--- src/rtl/atomic_regbank_pkg.sv ---
package atomic_regbank_pkg;
  localparam int unsigned WORD_W = 32;
  localparam int unsigned LANE_W = WORD_W / 8;
  localparam int unsigned LINES  = 2 * WORD_W;
  localparam int unsigned IDX_W  = $clog2(LINES);

  typedef enum logic [2:0] {
    SEL_OUT  = 3'd0,
    SEL_FLIP = 3'd1,
    SEL_EVT  = 3'd2,
    SEL_MLO  = 3'd3,
    SEL_MHI  = 3'd4,
    SEL_MSET = 3'd5,
    SEL_MCLR = 3'd6
  } reg_sel_e;

  // expand byte-lane enables to a bit mask
  function automatic logic [WORD_W-1:0] lane_bits(input logic [LANE_W-1:0] be);
    logic [WORD_W-1:0] m;
    for (int k = 0; k < int'(LANE_W); k++) m[k*8 +: 8] = {8{be[k]}};
    return m;
  endfunction

  // replace the masked bits of old with new data
  function automatic logic [WORD_W-1:0] merge_bits(input logic [WORD_W-1:0] old,
                                                   input logic [WORD_W-1:0] nw,
                                                   input logic [WORD_W-1:0] m);
    return (old & ~m) | (nw & m);
  endfunction

  // index in range check: all bits above the index field are zero
  function automatic logic index_ok(input logic [WORD_W-1:0] v);
    return (v >> IDX_W) == '0;
  endfunction

  // one-hot line word for an index, zero when out of range
  function automatic logic [LINES-1:0] line_hot(input logic [WORD_W-1:0] v);
    logic [LINES-1:0] h;
    h = '0;
    if (index_ok(v)) h[v[IDX_W-1:0]] = 1'b1;
    return h;
  endfunction
endpackage

--- src/rtl/regbank_out_latch.sv ---
module regbank_out_latch
  import atomic_regbank_pkg::*;
(
  input  logic              clk,
  input  logic              rst_n,
  input  logic              wr_direct,
  input  logic              wr_flip,
  input  logic [WORD_W-1:0] wdata,
  input  logic [WORD_W-1:0] lanes,
  output logic [WORD_W-1:0] pin_q
);
  logic [WORD_W-1:0] flip_bits;
  logic [WORD_W-1:0] pin_d;

  assign flip_bits = wdata & lanes;

  always_comb begin
    pin_d = pin_q;
    if (wr_direct)    pin_d = merge_bits(pin_q, wdata, lanes);
    else if (wr_flip) pin_d = pin_q ^ flip_bits;
  end

  always_ff @(posedge clk or negedge rst_n) begin
    if (!rst_n) pin_q <= '0;
    else        pin_q <= pin_d;
  end

  // disabled lanes keep their value on a direct write
  assert_lane_keep_R2: assert property (@(posedge clk) disable iff (!rst_n)
    wr_direct |=> ((pin_q ^ $past(pin_q)) & ~$past(lanes)) == '0);

  // a flip changes exactly the bits written as one
  assert_flip_exact_R3: assert property (@(posedge clk) disable iff (!rst_n)
    wr_flip |=> (pin_q ^ $past(pin_q)) == $past(wdata & lanes));
endmodule

--- src/rtl/regbank_evt_status.sv ---
module regbank_evt_status
  import atomic_regbank_pkg::*;
(
  input  logic              clk,
  input  logic              rst_n,
  input  logic              wr_clear,
  input  logic [WORD_W-1:0] wdata,
  input  logic [WORD_W-1:0] lanes,
  input  logic [WORD_W-1:0] evt_in,
  output logic [WORD_W-1:0] stat_q
);
  logic [WORD_W-1:0] clr_bits;
  logic              past_ok;

  assign clr_bits = wr_clear ? (wdata & lanes) : '0;

  always_ff @(posedge clk or negedge rst_n) begin
    if (!rst_n) begin
      stat_q  <= '0;
      past_ok <= 1'b0;
    end else begin
      stat_q  <= (stat_q & ~clr_bits) | evt_in;
      past_ok <= 1'b1;
    end
  end

  // an event in the previous cycle always leaves its flag set
  assert_evt_wins_R5: assert property (@(posedge clk) disable iff (!rst_n)
    past_ok |-> (stat_q & $past(evt_in)) == $past(evt_in));

  // set flags not named by the clear stay set
  assert_w1c_keep_R4: assert property (@(posedge clk) disable iff (!rst_n)
    wr_clear |=> (($past(stat_q) & ~$past(clr_bits)) & ~stat_q) == '0);
endmodule

--- src/rtl/regbank_irq_mask.sv ---
module regbank_irq_mask
  import atomic_regbank_pkg::*;
(
  input  logic              clk,
  input  logic              rst_n,
  input  logic              wr_lo,
  input  logic              wr_hi,
  input  logic              wr_set,
  input  logic              wr_clr,
  input  logic [WORD_W-1:0] wdata,
  input  logic [WORD_W-1:0] lanes,
  output logic [LINES-1:0]  mask_q
);
  logic [LINES-1:0] hot;
  logic             idx_good;
  logic [LINES-1:0] mask_d;

  assign hot      = line_hot(wdata);
  assign idx_good = index_ok(wdata);

  always_comb begin
    mask_d = mask_q;
    if (wr_lo)       mask_d[WORD_W-1:0]      = merge_bits(mask_q[WORD_W-1:0], wdata, lanes);
    else if (wr_hi)  mask_d[LINES-1:WORD_W]  = merge_bits(mask_q[LINES-1:WORD_W], wdata, lanes);
    else if (wr_set) mask_d                  = mask_q | hot;
    else if (wr_clr) mask_d                  = mask_q & ~hot;
  end

  always_ff @(posedge clk or negedge rst_n) begin
    if (!rst_n) mask_q <= '0;
    else        mask_q <= mask_d;
  end

  // set by number raises that line and nothing else
  assert_set_line_R7: assert property (@(posedge clk) disable iff (!rst_n)
    (wr_set && idx_good) |=> mask_q[$past(wdata[IDX_W-1:0])] &&
      ((mask_q ^ $past(mask_q)) & ~$past(hot)) == '0);

  // clear by number drops that line
  assert_clr_line_R8: assert property (@(posedge clk) disable iff (!rst_n)
    (wr_clr && idx_good) |=> !mask_q[$past(wdata[IDX_W-1:0])]);

  // out-of-range numbers leave the mask alone
  assert_bad_index_R9: assert property (@(posedge clk) disable iff (!rst_n)
    ((wr_set || wr_clr) && !idx_good) |=> $stable(mask_q));
endmodule

--- src/rtl/atomic_regbank.sv ---
module atomic_regbank
  import atomic_regbank_pkg::*;
#(
  parameter int unsigned ADDR_W = 3
) (
  input  logic              clk,
  input  logic              rst_n,
  input  logic              bus_we,
  input  logic [ADDR_W-1:0] bus_addr,
  input  logic [31:0]       bus_wdata,
  input  logic [3:0]        bus_be,
  output logic [31:0]       bus_rdata,
  input  logic [31:0]       evt_in,
  output logic [31:0]       pin_out,
  output logic [63:0]       irq_mask
);
  logic [WORD_W-1:0] lanes;
  logic [WORD_W-1:0] stat_q;
  logic [WORD_W-1:0] pin_q;
  logic [LINES-1:0]  mask_q;
  logic wr_out, wr_flip, wr_evt, wr_mlo, wr_mhi, wr_mset, wr_mclr;

  function automatic logic hit(input logic [ADDR_W-1:0] a, input reg_sel_e s);
    return a == ADDR_W'(s);
  endfunction

  assign lanes   = lane_bits(bus_be);
  assign wr_out  = bus_we && hit(bus_addr, SEL_OUT);
  assign wr_flip = bus_we && hit(bus_addr, SEL_FLIP);
  assign wr_evt  = bus_we && hit(bus_addr, SEL_EVT);
  assign wr_mlo  = bus_we && hit(bus_addr, SEL_MLO);
  assign wr_mhi  = bus_we && hit(bus_addr, SEL_MHI);
  assign wr_mset = bus_we && hit(bus_addr, SEL_MSET);
  assign wr_mclr = bus_we && hit(bus_addr, SEL_MCLR);

  regbank_out_latch u_out (
    .clk(clk), .rst_n(rst_n), .wr_direct(wr_out), .wr_flip(wr_flip),
    .wdata(bus_wdata), .lanes(lanes), .pin_q(pin_q)
  );

  regbank_evt_status u_evt (
    .clk(clk), .rst_n(rst_n), .wr_clear(wr_evt), .wdata(bus_wdata),
    .lanes(lanes), .evt_in(evt_in), .stat_q(stat_q)
  );

  regbank_irq_mask u_mask (
    .clk(clk), .rst_n(rst_n), .wr_lo(wr_mlo), .wr_hi(wr_mhi),
    .wr_set(wr_mset), .wr_clr(wr_mclr), .wdata(bus_wdata),
    .lanes(lanes), .mask_q(mask_q)
  );

  always_comb begin
    bus_rdata = '0;
    if (hit(bus_addr, SEL_OUT) || hit(bus_addr, SEL_FLIP))      bus_rdata = pin_q;
    else if (hit(bus_addr, SEL_EVT))                            bus_rdata = stat_q;
    else if (hit(bus_addr, SEL_MLO) || hit(bus_addr, SEL_MSET)) bus_rdata = mask_q[WORD_W-1:0];
    else if (hit(bus_addr, SEL_MHI) || hit(bus_addr, SEL_MCLR)) bus_rdata = mask_q[LINES-1:WORD_W];
  end

  assign pin_out  = pin_q;
  assign irq_mask = mask_q;

  // state is zero in the first cycle after reset release
  assert_reset_zero_R1: assert property (@(posedge clk)
    $rose(rst_n) |-> (pin_out == '0 && irq_mask == '0));

  // the bitmap words always mirror the mask port
  always_comb begin
    if (rst_n && !bus_we && hit(bus_addr, SEL_MHI))
      assert_shared_store_R11: assert (bus_rdata == irq_mask[63:32]);
  end
endmodule

--- config.mk ---
export PLATFORM = sky130hd
export DESIGN_NAME = atomic_regbank
export DESIGN_NICKNAME = d
export VERILOG_FILES = /design/src/rtl/atomic_regbank_pkg.sv /design/src/rtl/regbank_out_latch.sv /design/src/rtl/regbank_evt_status.sv /design/src/rtl/regbank_irq_mask.sv /design/src/rtl/atomic_regbank.sv
export SDC_FILE = /design/constraint.sdc
export NUM_CORES = 1
export LEC_CHECK = 0
export ABC_AREA = 0
export BUFFER_PORTS_ARGS = -buffer_cell sky130_fd_sc_hd__buf_2
export CORE_MARGIN = 3
export CORE_UTILIZATION = 50
export CTS_CLUSTER_DIAMETER = 40
export DETAILED_ROUTE_END_ITERATION = 10
export HOLD_SLACK_MARGIN = 0.15
export PLACE_DENSITY = 0.76
export SLEW_MARGIN = 20
export SYNTH_ARGS = -nofsm -noshare
export SYNTH_HDL_FRONTEND = slang
export SYNTH_SLANG_ARGS = --single-unit
--- constraint.sdc ---
create_clock -name clk -period 2.8 [get_ports clk]
set_clock_uncertainty 0.1 [all_clocks]
set_input_delay 0.56 -clock clk [delete_from_list [all_inputs] [get_ports clk]]
set_output_delay 0.56 -clock clk [all_outputs]
set_load 0.1 [all_outputs]
; ---- Yosys cells after proc, flatten, opt, wreduce, memory -nomap -nowiden
; Cells that the tools add are included.
[op_classes]
magnitude_cmp = 2
n_eq_ne = 7
muxes = 15
bitwise_logic = 16
n_reduce_logical = 18
[op_table]
columns = operator, count
row1 = $mux W32, 10
row2 = $mux W64, 3
row3 = $and A32 B32 Y32, 5
row4 = $or A32 B32 Y32, 4
row5 = $and A64 B64 Y64, 1
row6 = $not A32 Y32, 2
row7 = $not A64 Y64, 1
row8 = $or A64 B64 Y64, 1
row9 = $logic_not A32 Y1, 1
row10 = $xor A32 B32 Y32, 1
row11 = $eq A3 B3 Y1 const B, 3
row12 = $logic_and A1 B1 Y1, 8
row13 = $lt A6 B7 Y1 const B, 1
row14 = $demux W1 S6, 1
row15 = $eq A3 B2 Y1 const B, 2
row16 = $ge A6 B1 Y1 const B, 1
row17 = $reduce_bool A3 Y1, 2
row18 = $reduce_and A2 Y1, 2
row19 = $eq A3 B1 Y1 const B, 1
row20 = $logic_not A3 Y1, 1
row21 = $logic_or A1 B1 Y1, 3
row22 = $ne A2 B1 Y1 const B, 1
row23 = $reduce_bool A2 Y1, 1
row24 = $mux W1, 1
row25 = $not A1 Y1, 1
[totals]
register_bits = 128
input_bits = 74
output_inout_bits = 128
word_cells = 62

; ---- Logic depth before layout (Yosys ltp)
[depth]
word_depth = 11
depth_mapped = 8
depth_no_buf = 5

; ---- Modules after synthesis
; Synthesis repeated with hierarchy kept, for this count alone.
[unflattened]
hier_cells = 910
area_unflattened_um2 = 8298.0
[by_module_without_submodules]
columns = module, n_inst, cells_per_inst, area_each_um2, seq_area_each_um2
row1 = regbank_irq_mask, 1, 421, 3930.0, 1601.5
row2 = regbank_out_latch, 1, 189, 1685.4, 800.8
row3 = atomic_regbank, 1, 201, 1447.6, 0.0
row4 = regbank_evt_status, 1, 99, 1234.9, 800.8

; ---- Least setup slack after synthesis
; OpenSTA, ideal clock, no wires.
[synth_timing]
kind = input port to output port
startpoint = in bus_addr[0]
endpoint = out bus_rdata[24]
t_arrival_ns = 2.400
t_required_ns = 2.140
setup_slack_ns = -0.260
cell_stages = 7
n_path_buf = 3
path_cell_list = buf_2 > clkbuf_1 > buf_1 > nand2_1 > a21boi_0 > o21ai_0 > o22a_1
[synth_via]
elab_chain_len = 6
word_cells_on_any_way = 14
cone_classes = eq/ne: 6 / mux: 4 / reduce/logical: 4
[synth_rtl]
columns = item, line
row1 = from (decl), atomic_regbank.sv:9  ; input logic [ADDR_W-1:0] bus_addr,
row2 = $eq A3 B3 Y1 (on tied branches), -
row3 = $logic_or A1 B1 Y1, atomic_regbank.sv:57  ; else if (hit(bus_addr, SEL_MHI) || hit(bus_addr, SEL_MCLR)) bus_rdata = mask_q[LINES-1:WORD_W];
row4 = $mux W32, atomic_regbank.sv:57
row5 = $mux W32, atomic_regbank.sv:56  ; else if (hit(bus_addr, SEL_MLO) || hit(bus_addr, SEL_MSET)) bus_rdata = mask_q[WORD_W-1:0];
row6 = $mux W32, atomic_regbank.sv:55  ; else if (hit(bus_addr, SEL_EVT)) bus_rdata = stat_q;
row7 = $mux W32 (*), atomic_regbank.sv:54  ; if (hit(bus_addr, SEL_OUT) || hit(bus_addr, SEL_FLIP)) bus_rdata = pin_q;
row8 = to (decl), atomic_regbank.sv:12  ; output logic [31:0] bus_rdata,
; Mark *: on every way between the ends. The rest lies on a longest branch, timed or not.

; ---- Final worst setup path
[layout_timing]
startpoint = in bus_addr[2]
endpoint = out bus_rdata[27]
; The elaborated chain is that of the path after synthesis.

==> out/results.txt <==
The critical-path maximum fanout came out at 19. In this run the tool buffered the top-level ports with 201 buffer cells. TritonCTS built the clock tree. The count of yosys warnings during synthesis was 0; the post-CTS clock slew at the launch and capture registers of the worst setup and hold paths was 0.06 ns. Entering global routing, the biggest net connects 61 pins.

For this design, the sink count on the clock tree is 128. The number of cells on the worst hold path is 2, and the die extent in y is 129 um. The via count of the first global-routing pass came out at 8062.

The setup path with the least slack is of type input port to output port. In this run the power density over the cells is 793 mW/mm2. In the routed layout, each cell is associated on average with a via count of 6.84. Cells with a size suffix above 1 make up 31.1% of the layout. In this run, synthesis inferred 0 flip-flops with an integrated enable. For the worst setup path, the data required time is 2.14 ns.

The first-pass detailed-route iteration total is 5, and the initial detailed-routing violation count is 1214. The number of gates resized after CTS was 0. The final routed DRC violation total was 0. The tools report the routability-driven placement congestion ratio as 1.01. The detailed router used layers up to and including met4. Once detail routing completed, the nets flagged for antenna violations numbered 0. In this run the horizontal extent of the chip is 129 um. The via count is 8635. By area the synthesized netlist is led by sky130_fd_sc_hd__dfrtp_1, sky130_fd_sc_hd__nand2_1, sky130_fd_sc_hd__o221ai_1, sky130_fd_sc_hd__a21oi_1, sky130_fd_sc_hd__o21ai_0. The initial antenna violation count is 0. Type of the most critical hold path: input port to register. The synthesized netlist contains 50 unique library cells. Setup repair after global routing left no endpoint under its margin. Setup total negative slack on the finished layout was measured at 0 ns. For this block, the routed nets add up to 29.6 mm of wire. The number of nets handed over by synthesis was 933. Root cell of the clock tree: sky130_fd_sc_hd__clkbuf_16. The tool flagged a number of max-cap violations equal to 0. The core area came out at 0.0147 mm2.

The routed wire length on met3 was 3.59 mm. For this run, asynchronously set or reset flops after synthesis account for 100%. STA puts the critical path data arrival time at 1.82 ns. In the synthesized netlist the dominant register cell turns out to be sky130_fd_sc_hd__dfrtp_1.

The number of nets in the layout was 1140. The sequential share of the synthesized area came out at 42.2%. The run finished with clean final reports. Amount of wire on met2 after detailed routing: 13.6 mm.

The clock reaches the later pin of the worst-skew pair after 0.43 ns. In the layout the commonest cells are sky130_fd_sc_hd__buf_2, sky130_fd_sc_hd__nand2_1, sky130_fd_sc_hd__dfrtp_1. The leakage dissipation was 4.33 nW. Measured on the finished design, the core utilization comes to 68.9%. The logs give 35.2% for the total track usage and 1.57 ns for the register-to-register setup slack. The tools report the worst hold path endpoint as u_evt.stat_q[0].

The number of standard cells after synthesis was 859; the max-slew violation count was 0. The cell taking the most area after synthesis is sky130_fd_sc_hd__dfrtp_1. In the final routed layout, each cell accounts on average for 23.4 um. After synthesis the netlist holds a flip-flop and latch count of 128. The first global-routing pass estimated 45.5 mm of wire. After synthesis, the mean cell area works out to 8.84 um2.

The run gives 39.1% as the remaining max-slew budget at the tightest pin. After detailed routing, the wire length on met1 is 11.4 mm. In this run the biggest area consumer among cell types represents 42.2% of the synthesized area. The run gives 44 as the site row count. In this run the number of H-tree levels came out at 4.

Leaving out fill and tap cells, the most frequent cell in the layout is sky130_fd_sc_hd__buf_2. The HPWL after detailed placement was 20.8 mm. Setup violations remaining at the end of the flow were counted as 0. The starting density of the core is 51.7%.

The worst hold path begins at evt_in[0]. Counting cells, the worst reg-to-reg path comes to 3. Dividing the final minimum period by the clock period gives 88.6%. IR analysis of the VDD net gives a maximum drop of 0.000497 V. Clock tree synthesis inserted a total of 17 buffers. The number of hold violations in the final report is 0, and the worst-margin pin slew is 0.907 ns.

After global routing the overflow that remains totals 0. The tools report the timing-limited maximum frequency as 403 MHz. The area of the die was 0.0167 mm2. For the largest buffer count on any clock path, the log shows 2. The sort of element at the end of the critical path is an output port.

From synthesis to final layout, the design area changed by 33.4%. The tools report the critical path startpoint category as an input port. The post-synth design cell area is 0.00759 mm2, and the shortest clock period the worst path allows after layout is 2.48 ns. The tools report the number of I/O pins as 202.
[routing by layer]
layer  global-route usage [%]  vias up
met3                     8.53       83
met2                     54.5      651
met5                        0        -
met4                     14.1        0
met1                     47.9     4138
li1                         -     3763
[worst max path at each step]
stage / end / slack (ns) / depth (start not counted) / startpoint
6_report: bus_rdata[27] / 0.32 / 8 / bus_addr[2]
5_1_grt: bus_rdata[27] / 0.18 / 8 / bus_addr[2]
4_1_cts: bus_rdata[27] / 0.34 / 8 / bus_addr[2]
3_5_place_dp: register / 0.08 / 6 / bus_wdata[20]
3_3_place_gp: register / 0.17 / 6 / bus_wdata[20]
2_1_floorplan: bus_rdata[24] / 0.02 / 7 / bus_addr[0]
[Yosys cell counts (2+ instances only)]
cell,instances
sky130_fd_sc_hd__a221oi_1,7
sky130_fd_sc_hd__nand4_1,4
sky130_fd_sc_hd__o311ai_1,6
sky130_fd_sc_hd__buf_6,2
sky130_fd_sc_hd__and4_1,3
sky130_fd_sc_hd__nand2_1,137
sky130_fd_sc_hd__a31oi_1,6
sky130_fd_sc_hd__o22ai_1,5
sky130_fd_sc_hd__a21oi_1,69
sky130_fd_sc_hd__or4_4,2
sky130_fd_sc_hd__and3b_1,2
sky130_fd_sc_hd__nor3_1,11
sky130_fd_sc_hd__nand3_1,10
sky130_fd_sc_hd__o21ai_0,65
sky130_fd_sc_hd__nor2_1,44
sky130_fd_sc_hd__nand3_2,2
sky130_fd_sc_hd__or2_2,7
sky130_fd_sc_hd__dfrtp_1,128
sky130_fd_sc_hd__a21boi_0,32
sky130_fd_sc_hd__o22a_1,33
sky130_fd_sc_hd__clkbuf_1,54
sky130_fd_sc_hd__and2_1,7
sky130_fd_sc_hd__o221ai_1,43
sky130_fd_sc_hd__o311ai_0,27
sky130_fd_sc_hd__o2bb2ai_1,5
sky130_fd_sc_hd__inv_1,4
sky130_fd_sc_hd__nand4_4,3
sky130_fd_sc_hd__a31o_1,5
sky130_fd_sc_hd__or3_1,8
sky130_fd_sc_hd__nor4_1,3
sky130_fd_sc_hd__a311oi_1,35
sky130_fd_sc_hd__o211ai_1,17
sky130_fd_sc_hd__a41oi_1,2
sky130_fd_sc_hd__nor3b_1,5
sky130_fd_sc_hd__nand2b_1,33
sky130_fd_sc_hd__or3b_2,3
sky130_fd_sc_hd__buf_1,3
sky130_fd_sc_hd__nor4_2,2
sky130_fd_sc_hd__and3_1,8
sky130_fd_sc_hd__buf_2,7
[cells by family (layout without fill, tap and decap cells)]
kind of cell,count (synthesis),count (layout),synth area share [%]
buffers and inverters,71,289,3.87
other,0,1,0
and+or+nand+nor,300,300,20.2
AOI/OAI and AO/OA,359,359,33.6
DFF,128,128,42.2
xor gates and xnor gates,1,1,0.115
[per-stage QoR]
stage | cells | power, mW | cell area (um2) | worst slack (ns) | hold WS (ns)
final | 1262 | 8.04 | 10100 | 0.318 | 0.216
after global routing | 1261 | 8.27 | 10100 | 0.184 | 0.214
after CTS | 1261 | 8.03 | 10100 | 0.345 | 0.204
after detailed placement | 1230 | 5.74 | 9520 | 0.0789 | 0.396
after global placement | 1230 | 5.71 | 9520 | 0.168 | 0.386
after floorplan | 859 | 4.87 | 7630 | 0.0237 | 0.164
[report_power, final]
| part | internal [mW] | switching (mW) |
|---|---|---|
| clock network | 1.48 | 0.813 |
| registers | 2.07 | 0.233 |
| logic | 0.769 | 2.67 |
| total | 4.32 | 3.72 |
[area by class of cell]
| cell class | instances | area (um2) |
|---|---|---|
| multi-input combinational | 660 | 4140 |
| tap | 184 | 230 |
| inverter | 4 | 15.0 |
| clock buffer | 24 | 492 |
| sequential | 128 | 3200 |
| timing repair buffer | 255 | 1950 |
| clock inverter | 6 | 105 |
| antenna | 1 | 2.50 |
| fill | 1183 | 4570 |
[timing repair]
item	in CTS	in global routing
endpoints found under the hold margin	35	0
buffers inserted	0	0
hold buffers	1	0
[worst max-delay path, cell delays in order]
cell	delay (ns)
sky130_fd_sc_hd__buf_2	0.16
sky130_fd_sc_hd__inv_1	0.13
sky130_fd_sc_hd__nor2_2	0.13
sky130_fd_sc_hd__buf_4	0.29
sky130_fd_sc_hd__nand2_1	0.09
sky130_fd_sc_hd__o21ai_0	0.10
sky130_fd_sc_hd__o22a_2	0.19
sky130_fd_sc_hd__buf_12	0.17
(Power assumes the default switching activity.)
